`config.mk`:
```
export PLATFORM = sky130hd
export DESIGN_NAME = burst_seq_ctrl
export DESIGN_NICKNAME = d
export VERILOG_FILES = /design/src/rtl/burst_seq_pkg.sv /design/src/rtl/burst_cmd_decode.sv /design/src/rtl/burst_addr_gen.sv /design/src/rtl/burst_oe_pipe.sv /design/src/rtl/burst_seq_ctrl.sv
export SDC_FILE = /design/constraint.sdc
export NUM_CORES = 1
export LEC_CHECK = 0
export BUFFER_PORTS_ARGS = -buffer_cell sky130_fd_sc_hd__buf_4
export CORE_MARGIN = 10
export CORE_UTILIZATION = 40
export CTS_CLUSTER_DIAMETER = 60
export DETAILED_ROUTE_END_ITERATION = 10
export GPL_ROUTABILITY_DRIVEN = 1
export GPL_TIMING_DRIVEN = 0
export HOLD_SLACK_MARGIN = 0.08
export PLACE_DENSITY = 0.69
export SLEW_MARGIN = 20
export SYNTH_ARGS = -nofsm -noshare
export SYNTH_HDL_FRONTEND = slang
export SYNTH_SLANG_ARGS = --single-unit
```
`constraint.sdc`:
```
create_clock -name clk -period 1.1 [get_ports clk]
set_clock_uncertainty 0.15 [all_clocks]
set_input_delay 0.165 -clock clk [delete_from_list [all_inputs] [get_ports clk]]
set_output_delay 0.165 -clock clk [all_outputs]
set_load 0.05 [all_outputs]
```
`src/rtl/burst_seq_pkg.sv`:
```
package burst_seq_pkg;

    // two low address bits form the four-beat window
    localparam int BURST_W = 2;

    typedef enum logic [1:0] {
        CMD_IDLE = 2'd0,
        CMD_CONT = 2'd1,
        CMD_LOAD = 2'd2
    } burst_cmd_e;

    typedef struct packed {
        logic                  live;
        logic                  rd;
        logic                  ddr;
        logic                  lin;
        logic [BURST_W-1:0]    beat;
    } burst_ctl_t;

    // low address bits for a given start value and beat number
    function automatic logic [BURST_W-1:0] beat_offset(
        input logic [BURST_W-1:0] start,
        input logic [BURST_W-1:0] beat,
        input logic               lin
    );
        logic [BURST_W-1:0] r;
        if (lin) r = start + beat;
        else     r = start ^ beat;
        return r;
    endfunction

endpackage

```
`src/rtl/burst_cmd_decode.sv`:
```
module burst_cmd_decode
    import burst_seq_pkg::*;
(
    input  logic       load_n,
    input  logic       rw_sel,
    output burst_cmd_e cmd
);
    always_comb begin
        if (!load_n)     cmd = CMD_LOAD;
        else if (rw_sel) cmd = CMD_CONT;
        else             cmd = CMD_IDLE;
    end
endmodule

```
`src/rtl/burst_addr_gen.sv`:
```
module burst_addr_gen
    import burst_seq_pkg::*;
#(
    parameter int ADDR_W = 17
) (
    input  logic              clk,
    input  logic              rst,
    input  burst_cmd_e        cmd,
    input  logic              rw_sel,
    input  logic              rate_sel,
    input  logic              linear_order,
    input  logic [ADDR_W-1:0] ext_addr,
    output burst_ctl_t        ctl,
    output logic [ADDR_W-1:0] arr_addr
);
    localparam int HI_W = ADDR_W - BURST_W;

    logic [ADDR_W-1:0] base_q;
    burst_ctl_t        ctl_q;

    always_ff @(posedge clk) begin
        if (rst) begin
            base_q <= '0;
            ctl_q  <= '0;
        end else begin
            case (cmd)
                CMD_LOAD: begin
                    base_q     <= ext_addr;
                    ctl_q.live <= 1'b1;
                    ctl_q.rd   <= rw_sel;
                    ctl_q.ddr  <= ~rate_sel;
                    ctl_q.lin  <= linear_order;
                    ctl_q.beat <= '0;
                end
                CMD_CONT: begin
                    if (ctl_q.live) ctl_q.beat <= ctl_q.beat + 1'b1;
                end
                default: begin
                    ctl_q.live <= 1'b0;
                end
            endcase
        end
    end

    assign ctl      = ctl_q;
    assign arr_addr = {base_q[ADDR_W-1:BURST_W],
                       beat_offset(base_q[BURST_W-1:0], ctl_q.beat, ctl_q.lin)};

    assert_load_addr_R2: assert property (@(posedge clk) disable iff (rst)
        (cmd == CMD_LOAD) |=> (arr_addr == $past(ext_addr)));

    assert_upper_hold_R6: assert property (@(posedge clk) disable iff (rst)
        (cmd == CMD_CONT) |=> (arr_addr[ADDR_W-1:BURST_W] == $past(arr_addr[ADDR_W-1:BURST_W])));

    assert_rate_hold_R3: assert property (@(posedge clk) disable iff (rst)
        (cmd != CMD_LOAD) |=> ($stable(ctl_q.ddr) && $stable(ctl_q.rd)));

    assert_idle_cont_R9: assert property (@(posedge clk) disable iff (rst)
        (cmd == CMD_CONT && !ctl_q.live) |=> $stable(arr_addr));

    initial assert (HI_W >= 1);
endmodule

```
`src/rtl/burst_oe_pipe.sv`:
```
module burst_oe_pipe #(
    parameter int STAGES = 1
) (
    input  logic clk,
    input  logic rst,
    input  logic rd_live,
    output logic oe
);
    logic [STAGES:0] chain;
    assign chain[0] = rd_live;

    genvar g;
    generate
        for (g = 0; g < STAGES; g++) begin : g_stage
            always_ff @(posedge clk) begin
                if (rst) chain[g+1] <= 1'b0;
                else     chain[g+1] <= chain[g];
            end
        end
    endgenerate

    assign oe = chain[STAGES];
endmodule

```
`src/rtl/burst_seq_ctrl.sv`:
```
module burst_seq_ctrl
    import burst_seq_pkg::*;
#(
    parameter int ADDR_W    = 17,
    parameter int OE_STAGES = 1
) (
    input  logic              clk,
    input  logic              rst,
    input  logic              load_n,
    input  logic              rw_sel,
    input  logic              rate_sel,
    input  logic              linear_order,
    input  logic [ADDR_W-1:0] ext_addr,
    output logic [ADDR_W-1:0] arr_addr,
    output logic              is_read,
    output logic              ddr_mode,
    output logic              dq_oe
);
    burst_cmd_e cmd;
    burst_ctl_t ctl;
    logic       rd_live;

    burst_cmd_decode u_dec (
        .load_n (load_n),
        .rw_sel (rw_sel),
        .cmd    (cmd)
    );

    burst_addr_gen #(.ADDR_W(ADDR_W)) u_addr (
        .clk          (clk),
        .rst          (rst),
        .cmd          (cmd),
        .rw_sel       (rw_sel),
        .rate_sel     (rate_sel),
        .linear_order (linear_order),
        .ext_addr     (ext_addr),
        .ctl          (ctl),
        .arr_addr     (arr_addr)
    );

    assign rd_live = ctl.live & ctl.rd;

    burst_oe_pipe #(.STAGES(OE_STAGES)) u_oe (
        .clk     (clk),
        .rst     (rst),
        .rd_live (rd_live),
        .oe      (dq_oe)
    );

    assign is_read  = ctl.rd;
    assign ddr_mode = ctl.ddr;

    assert_read_load_R2: assert property (@(posedge clk) disable iff (rst)
        (cmd == CMD_LOAD && rw_sel) |=> is_read);

    assert_idle_oe_off_R7: assert property (@(posedge clk) disable iff (rst)
        (cmd == CMD_IDLE) |=> ##1 !dq_oe);

    assert_write_no_oe_R8: assert property (@(posedge clk) disable iff (rst)
        (cmd == CMD_LOAD && !rw_sel) |=> ##1 !dq_oe);

    assert_reset_clear_R1: assert property (@(posedge clk)
        rst |=> (!dq_oe && !is_read && !ddr_mode && arr_addr == '0));
endmodule

```
==> flow_metrics.tcl <==
set metrics [dict create \
    routed_wirelength_mm 2.636 \
    cp_slowest_cell "dfxtp_4" \
    viasPerCell 4.548 \
    clock_sinks 24 \
    synth_edf_count 0 \
    crit_path_end_kind "output port" \
    p_int_uw 1404 \
    drv_cap 0 \
    overflow 0 \
    multi_input_area_um2 447.9 \
    cts_tree "built" \
    root_buffer "clkbuf_4" \
    drc 0 \
    clk_latency_ns 0.31 \
    setup_viol 24 \
    postPlaceCellArea_mm2 0.001404 \
    path_class "reg2out" \
    rows 18 \
    nFillCells 178 \
    register_area_um2 515.5 \
    drive_gt1_share_pct 51.92 \
    wl_per_cell_um 14.17 \
    p_seq_share_pct 48.9 \
    dieArea_mm2 0.004934 \
    gp_congestion 0.6564 \
    ir_drop_uv 994.3 \
    antenna_cells 0 \
    max_slew_margin_pct 70.33 \
    seq_area_frac_synth_pct 47.58 \
    synthCells 101 \
    cp.depth 3 \
    dpl.hpwl_mm 1.791 \
    grt_start_max_net_pins 14 \
    hp-class "in2reg" \
    finalCritPeriodShare_pct 139.3 \
    rsz0062_at_grt "true" \
    cpLargestDelayFamily "flip-flops" \
    swShare_pct 28.87 \
    slew_violations 0 \
    die_w_um 70.24 \
    finalHoldViolCount 1 \
    die_h_um 70.24 \
    p_leak_uw 0.0008240 \
    fin_crit_ns 1.532 \
    path_cells "xor2_4, xnor2_4, buf_6" \
    grt_usage_pct 10.59 \
    grt_pass1_vias 947 \
    synth_area_mm2 0.001010 \
    critPathMaxFanout 3 \
    initial_core_util_pct 41.51 \
    setup_slack_ns -0.4320 \
    mostFrequentLayoutCell "buf_4" \
    status "complete, but fails checks" \
    comb_power_share_pct 27.6 \
    async_reset_ff_share_pct 0 \
    syn2layout_area_growth_pct 74.47 \
    tightest_slew_ns 0.4450 \
    cp_data_arrival_time_ns 1.22 \
    startpoint "u_addr.ctl[1]" \
    max_freq_mhz 652.7 \
    max_stage_delay_ns 0.40 \
    power_density_mw_per_mm2 1120 \
    drt_iter0_drc 13 \
    r2r-end "u_addr.ctl[1]" \
    start_kind "flop" \
    nets 181 \
    r2r_start "u_addr.ctl[1]" \
    p_sw_uw 569.6 \
    layout_common_cells "buf_4 (28), dlygate4sd3_1 (21), mux2i_1 (20), nor2_1 (20)" \
    grt_antenna_before_repair 0 \
    ys_seq_elements 24 \
    ios 43 \
    rr_worst_depth 2 \
    worstHoldStart "rate_sel" \
    ant_nets 0 \
    crit_required_ns 0.78 \
    yosys_warnings 0 \
    synth_flop_cell "dfxtp_1" \
    yosysUniqueCellTypes 16 \
    synth_fp_nets 125 \
    crit_buf_inv 1 \
    cts.path.max_buffers 2 \
    stdcell_area_mm2 0.001762 \
    core-area_mm2 0.002432 \
    pwr-share-clk_pct 23.4 \
    path_clk_slew_ns 0.13 \
    violations "negative hold slack, negative setup slack" \
    tns_ns -1.804 \
    r2r_slack_ns 0.05 \
    cp-endpoint "arr_addr[1]" \
    port_buffers 41 \
    avgSynthCellArea_um2 9.997 \
    whs_ns -0.01984 \
    cts-htree-levels 1 \
    numCtsBuffers 3 \
    dr.pass1.iters 2 \
    dp_slack_ns -0.1758 \
    vias 846 \
    grt_first_pass_wirelength_mm 4.416 \
]
cell families after synthesis:
group | Yosys count | synth area share (%)
AOI/OAI and AO/OA | 4 | 2.478
buffers and inverters | 20 | 14.13
and+or+nand+nor | 30 | 13.01
adders and majority gates | 1 | 1.239
muxes | 20 | 19.83
xor gates and xnor gates | 2 | 1.735
DFF | 24 | 47.58
cell type report:
type / count / area share [%]
buffer: 5 / 1.705
multi-input combinational: 57 / 25.43
timing repair buffer: 66 / 39.42
clock buffer: 4 / 2.060
tap: 30 / 2.131
sequential: 24 / 29.26
synthesized netlist by cell type (2+ instances only):
cell type	number	area, um^2
a21oi_1	3	15.01
buf_4	18	135.1
clkbuf_1	2	7.510
dfxtp_1	24	480.5
mux2i_1	20	200.2
nand2_1	4	15.01
nand3b_1	2	15.01
nor2_1	20	75.07
per-stage QoR:
step           std cells  power, uW  utilization [%]
2_1_floorplan        101       1275                -
4_1_cts              185       1981            71.86
3_3_place_gp         172       1413            57.72
6_report             186       1973            72.43
5_1_grt              186       2045            72.43
3_5_place_dp         172       1424            57.72
power by group through the flow:
| stage | Clock (uW) | Sequential [uW] | Combinational, uW |
|---|---|---|---|
| finish | 462 | 965 | 545 |
| global route | 492 | 974 | 579 |
| CTS | 472 | 967 | 542 |
| detailed placement | 0 | 967 | 456 |
| global placement | 0 | 963 | 450 |
| floorplan | 0 | 977 | 299 |
timing repair:
action,4_1_cts,5_1_grt
resized for setup,62,2
endpoints found under the hold margin,23,6
pin swaps,2,3
hold buffers,21,2
setup buffers,3,1
endpoints found under the setup margin,20,25
worst min-delay path by stage:
stage / to / slack, ns / cells past startpoint
after floorplan: u_addr.ctl[3] / 0.08 / 1
after global placement: u_addr.ctl[3] / 0.22 / 2
after detailed placement: u_addr.ctl[5] / 0.22 / 2
after CTS: u_addr.ctl[3] / -0.06 / 3
after global routing: u_addr.ctl[3] / -0.008 / 3
final: u_addr.ctl[3] / -0.02 / 3
worst min-delay path: stages:
cell and delay (ns):
buf_4 0.08, or2_2 0.10, a21oi_1 0.07
metal layers:
| layer | wire length, um | GRT usage (%) | vias up |
|---|---|---|---|
| met5 | 0 | 0 | - |
| li1 | - | - | 423 |
| met3 | 262 | 5.367 | 2 |
| met1 | 962 | 10.02 | 394 |
| met4 | 10 | 3.289 | 0 |
| met2 | 1400 | 19.26 | 27 |
registers in the layout, summed over array words and instances (netlist names):
signal,flops
u_addr.base_q,17
u_addr.ctl,6
u_oe.oe,1
(Power assumes the default switching activity.)
